`src/rtl/evt_capture_unit.sv`:
```
module evt_capture_unit #(
  parameter int CW       = 16,
  parameter int FILT_LEN = 4
) (
  input  logic          clk,
  input  logic          rst_n,
  input  logic [CW-1:0] cnt_in,
  input  logic          cap_pin,
  input  logic          cmp_out,
  input  logic          bus_we,
  input  logic          bus_addr,
  input  logic [3:0]    bus_wdata,
  input  logic          intr_ack,
  output logic [CW-1:0] cap_value,
  output logic          cap_flag,
  output logic          intr_req
);
  localparam int HL = FILT_LEN - 1;

  logic          src_cmp, edge_rise, filt_en, irq_en;
  logic [1:0]    sync;
  logic [HL-1:0] hist;
  logic          filt_q, lvl_d;

  always_ff @(posedge clk or negedge rst_n)
    if (!rst_n) {irq_en, filt_en, edge_rise, src_cmp} <= '0;
    else if (bus_we && !bus_addr) {irq_en, filt_en, edge_rise, src_cmp} <= bus_wdata;

  wire raw = src_cmp ? cmp_out : cap_pin;
  wire smp = sync[1];

  wire all_hi = smp & (&hist);
  wire all_lo = ~smp & ~(|hist);

  always_ff @(posedge clk or negedge rst_n)
    if (!rst_n) begin
      sync   <= '0;
      hist   <= '0;
      filt_q <= 1'b0;
    end else begin
      sync <= {sync[0], raw};
      hist <= {hist[HL-2:0], smp};
      if (all_hi)      filt_q <= 1'b1;
      else if (all_lo) filt_q <= 1'b0;
    end

  wire level = filt_en ? filt_q : smp;
  wire hit   = edge_rise ? (level & ~lvl_d) : (~level & lvl_d);
  wire clr   = intr_ack | (bus_we & bus_addr & bus_wdata[0]);

  always_ff @(posedge clk or negedge rst_n)
    if (!rst_n) begin
      lvl_d     <= 1'b0;
      cap_value <= '0;
      cap_flag  <= 1'b0;
    end else begin
      lvl_d    <= level;
      cap_flag <= hit | (cap_flag & ~clr);
      if (hit) cap_value <= cnt_in;
    end

  assign intr_req = cap_flag & irq_en;

  assert_capture_load_R2: assert property (@(posedge clk) disable iff (!rst_n)
    hit |=> (cap_flag && cap_value == $past(cnt_in)));

  assert_value_hold_R12: assert property (@(posedge clk) disable iff (!rst_n)
    !hit |=> $stable(cap_value));

  assert_clear_R9: assert property (@(posedge clk) disable iff (!rst_n)
    (clr && !hit) |=> !cap_flag);

  assert_capture_wins_R11: assert property (@(posedge clk) disable iff (!rst_n)
    (clr && hit) |=> cap_flag);

  assert_irq_needs_flag_R8: assert property (@(posedge clk) disable iff (!rst_n)
    intr_req |-> cap_flag);

  assert_filter_agree_R6: assert property (@(posedge clk) disable iff (!rst_n)
    (filt_q != $past(filt_q)) |->
      ($past(hist) == {HL{filt_q}} && $past(smp) == filt_q));
endmodule

```
`config.mk`:
```
export PLATFORM = sky130hd
export DESIGN_NAME = evt_capture_unit
export DESIGN_NICKNAME = d
export VERILOG_FILES = /design/src/rtl/evt_capture_unit.sv
export SDC_FILE = /design/constraint.sdc
export NUM_CORES = 1
export LEC_CHECK = 0
export ABC_AREA = 0
export CAP_MARGIN = 40
export CORE_MARGIN = 10
export CORE_UTILIZATION = 30
export DETAILED_ROUTE_END_ITERATION = 10
export PLACE_DENSITY_LB_ADDON = 0.08
export SYNTH_ARGS = -nofsm -noshare
export SYNTH_HDL_FRONTEND = slang
export SYNTH_SLANG_ARGS = --single-unit
```
`constraint.sdc`:
```
create_clock -name clk -period 3 [get_ports clk]
set_input_delay 0.45 -clock clk [delete_from_list [all_inputs] [get_ports clk]]
set_output_delay 0.45 -clock clk [all_outputs]
set_load 0.005 [all_outputs]
```
Yosys cells after proc, flatten, opt, wreduce, memory -nomap -nowiden
Index checks and enable logic that the tools add are counted.
Operators by class
  add/subtract/negate cells: 0
  multipliers: 0
  div/mod/pow operators: 0
  $lt $le $gt $ge: 0
  equal/unequal tests: 0
  shift operators: 0
  muxes and demuxes: 5
  bitwise logic cells: 15
  reduce and logical (&&, ||, !) cells: 5
Operators by type and width (count)
  1-bit AND: 8
  1-bit 2-to-1 mux: 5
  1-bit inverter: 5
  3-bit AND reduction: 1
  3-bit OR reduction: 1
  1-bit OR: 2
  2-bit nonzero test: 1
  1-bit logical AND: 1
  1-bit logical NOT: 1
Storage, ports and cells
  flip-flop bits (word level): 28
  bits in latches: 0
  bits in writable memories: 0
  bits in read-only memories: 0
  input bits: 27
  output and inout port bits: 18
  memories kept: 0

Longest topological paths before layout
  word-level depth: 6
  mapped depth: 4
  gate-level depth less buffers: 3

Worst setup path before layout
No wires, ideal clock.
  path kind: reg2reg
  from: register filt_en
  to: register cap_value[10]
  arrival: 1461 ps
  required time: 2875 ps
  setup slack: 1414 ps
  cell stages (with the launch flop): 5
  path buffers: 1
  cell sequence: dfrtp_1 mux2_4 mux2i_4 buf_12 mux2_4
Between the ends
  cells in the longest elaborated chain, start to end: 4
  elaborated cells on any way between the ends: 5
  classes of those cells: 2 x mux; 3 x bitwise
RTL lines
  start: declaration: line 20  | logic src_cmp, edge_rise, filt_en, irq_en;
  start signal: assignment: line 27  | else if (bus_we && !bus_addr) {irq_en, filt_en, edge_rise, src_cmp} <= bus_wdata;
  1-bit 2-to-1 mux *: line 47  | wire level = filt_en ? filt_q : smp;
  named net level: line 47
  1-bit inverter: line 48  | wire hit = edge_rise ? (level & ~lvl_d) : (~level & lvl_d);
  1-bit AND: line 48
  1-bit 2-to-1 mux *: line 48
  end signal: assignment: line 59  | if (hit) cap_value <= cnt_in;
  end: declaration: line 14  | output logic [CW-1:0] cap_value,
Mark *: on every way through the listed nets, which the timed path passes. The rest lies on a longest branch.
A chain may end at the register's enable or synchronous reset.

Final worst setup path
  from: register filt_en
  to: register cap_value[1]
The elaborated chain is that of the path after synthesis.

==> results.yml <==
grt:
  grt_pass1_wl_um: 3800
  gr-total-overflow: 0
  grt_pass1_vias: 820
  globalRouteTotalUtil_pct: 7.41
  antenna_found_initial: 0
  grt_max_degree: 29
min_path:
  hold_start: "sync[0]"
  holdPathStages: 0
  hold_end: "sync[1]"
  hp-class: "reg -> reg"
clocking:
  clock_sinks: 28
  cts-root-buf: "clkbuf_4"
  hold_buffers: 0
  path_clk_slew_ps: 140
  cts_resized: 0
  htreeDepth: 1
  clockBufferDepth: 2
  post-cts-setup-buffers: 0
  cts_tree: "yes"
  clock_latency_ps: 320
  cts_buffers: 3
timing:
  final.period_utilization_pct: 62.4
  fin_setup_tns_ps: 0
  rsz0062_at_grt: "no"
  clock.fmax_mhz: 534
  skew_ps: 2.86
  whs_ps: 366
  finalSetupViolCount: 0
  hold_violations: 0
  finalMaxSlewViolations: 0
  slew_headroom_pct: 48.7
  tightestPinTransition_ps: 753
  fin_crit_ps: 1870
cells_and_area:
  multi_input_area_um2: 368
  diodes: 0
  regArea_um2: 701
  final_cell_area_um2: 1610
  n_fill_cell: 335
  synthToLayoutAreaGrowth_pct: 47.8
  fin_cells: 157
  drive_gt1_share_pct: 26.1
  nets: 139
floorplanning:
  ios: 45
  fp.dieW_um: 80.3
  die_h_um: 80.3
  core.rowCount: 21
  coreArea_um2: 3420
  initial_core_util_pct: 32.0
  floorplan.die_area_um2: 6450
synth:
  yosysUniqueCellTypes: 15
  yosysSeqAreaShare_pct: 64.1
  synth.ff_latch_count: 28
  syn_area_per_cell_um2: 17.3
  syn_inst: 63
  syn_nets: 90
  synth_area_um2: 1090
  yosys_warnings: 0
power_and_ir_drop:
  sw_frac_of_total_pct: 24.6
  total_power_w: 0.00130
  combPwrFrac_pct: 41.1
  peakVddDrop_uv: 410
  p_switching_w: 0.000319
  leakagePower_nw: 0.679
  clkPwrFrac_pct: 13.7
  pwr_density_cell_nw_per_um2: 803
  p_int_w: 0.000978
  pwr-share-seq_pct: 45.2
detailed_routing:
  drt-total-wl_um: 2270
  via_per_inst: 4.32
  wl_per_cell_um: 14.4
  detail-route-antenna-nets: 0
  vias: 679
  drc: 0
  drt-initial-drc-count: 34
  first_pass_iters: 4
flow_run:
  drv_cap: 0
setup_path:
  crit_fanout: 17
  reg2regPathDepth: 3
  required_ps: 3220
  r2r_slack_ps: 1130
  slowest_delay_ps: 630
  path_buf_inv: 0
  cp-startpoint: "filt_en"
  crit_type: "reg -> reg"
  cp.depth: 3
  critPathTopFamily: "multiplexers"
  cp_slowest_cell: "mux2i_4"
  start_kind: "flop"
  arrival_ps: 2090
  r2r_start: "filt_en"
  crit_chain: "mux2_4 > mux2i_4 > mux2_2"
  rr_endpoint: "cap_value[1]"
  endpoint_kind: "flop"
placement:
  place_area_um2: 1580
  place_hpwl_um: 1730
  port_buffers: 44
  dp_cells: 153
  gp_congestion: 0.703
run_status:
  status: "complete, no violations"
-- cell families (layout without fill, tap and decap cells) --
| kind of cell | after synthesis | after routing | share of synthesized area (%) |
|---|---|---|---|
| multiplexers | 23 | 23 | 28.2 |
| buffers and inverters | 2 | 50 | 2.18 |
| flip-flops | 28 | 28 | 64.1 |
| AO/OA/AOI/OAI | 3 | 3 | 1.83 |
| AND/OR/NAND/NOR | 7 | 7 | 3.67 |
-- power by group through the flow --
stage | sequential (W) | clock, W | combinational (W)
finish | 0.000586 | 0.000177 | 0.000533
global route | 0.000608 | 0.000208 | 0.000577
CTS | 0.000587 | 0.000192 | 0.000551
detailed placement | 0.000593 | 0 | 0.000548
global placement | 0.000591 | 0 | 0.000546
floorplan | 0.000598 | 0 | 0.000234
-- area by class of cell --
type | instances | share of cell area (%)
clock buffer | 4 | 2.25
inverter | 1 | 0.233
multi-input combinational | 33 | 22.8
sequential | 28 | 43.4
tap | 46 | 3.57
timing repair buffer | 45 | 27.8
-- how the worst max path moves through the flow --
stage	endpoint	slack, ps
after CTS	cap_value[1]	1090
after floorplan	cap_value[10]	1410
after global routing	cap_value[13]	1020
after detailed placement	cap_value[1]	1090
after global placement	cap_value[13]	1120
final	cap_value[1]	1130
-- metal layers --
metal | GRT usage [%] | vias up | share of wire, %
met2 | 11.7 | 34 | 47
met1 | 8.10 | 331 | 40
met4 | 1.58 | 0 | 0.57
li1 | - | 312 | -
met3 | 4.90 | 2 | 12
met5 | 0 | - | 0
-- cells in the final DEF (no fill, tap or decap) --
cell type	count
a21oi_1	1
mux2_2	12
a31oi_1	1
buf_4	1
mux2_4	10
or3_1	1
nor2b_1	1
a31o_2	1
nand3_1	1
clkbuf_4	3
clkdlybuf4s50_1	44
mux2i_4	1
clkbuf_8	1
nor2_1	1
dfrtp_1	28
and2_1	1
nand2b_1	2
inv_1	1
-- registers in the layout, indices dropped and copies added, names as in the netlist --
register   count
src_cmp        1
filt_q         1
hist           3
cap_flag       1
lvl_d          1
sync           2
cap_value     16
irq_en         1
edge_rise      1
filt_en        1
-- synth_stat cells --
cell / n / area share [%]
inv_1: 1 / 0.34
nand3_1: 1 / 0.46
a31oi_1: 1 / 0.57
buf_12: 1 / 1.8
or3_1: 1 / 0.57
a21oi_1: 1 / 0.46
nor2_1: 1 / 0.34
mux2i_4: 1 / 2.1
nor2b_1: 1 / 0.57
nand2b_1: 2 / 1.1
and2_1: 1 / 0.57
dfrtp_1: 28 / 64
mux2_4: 10 / 14
mux2_2: 12 / 12
a31o_2: 1 / 0.80
-- worst reg2reg max path: stages, from the launching register on --
cell and delay, ps:
dfrtp_1 410, mux2_4 330, mux2i_4 630, mux2_2 410
-- stage by stage --
| step | setup WS, ps | util, % |
|---|---|---|
| 6_report | 1130 | 47.3 |
| 5_1_grt | 1020 | 47.3 |
| 4_1_cts | 1090 | 47.3 |
| 3_5_place_dp | 1090 | 46.2 |
| 3_3_place_gp | 1120 | 46.2 |
| 2_1_floorplan | 1410 | - |
(Power assumes the default switching activity.)
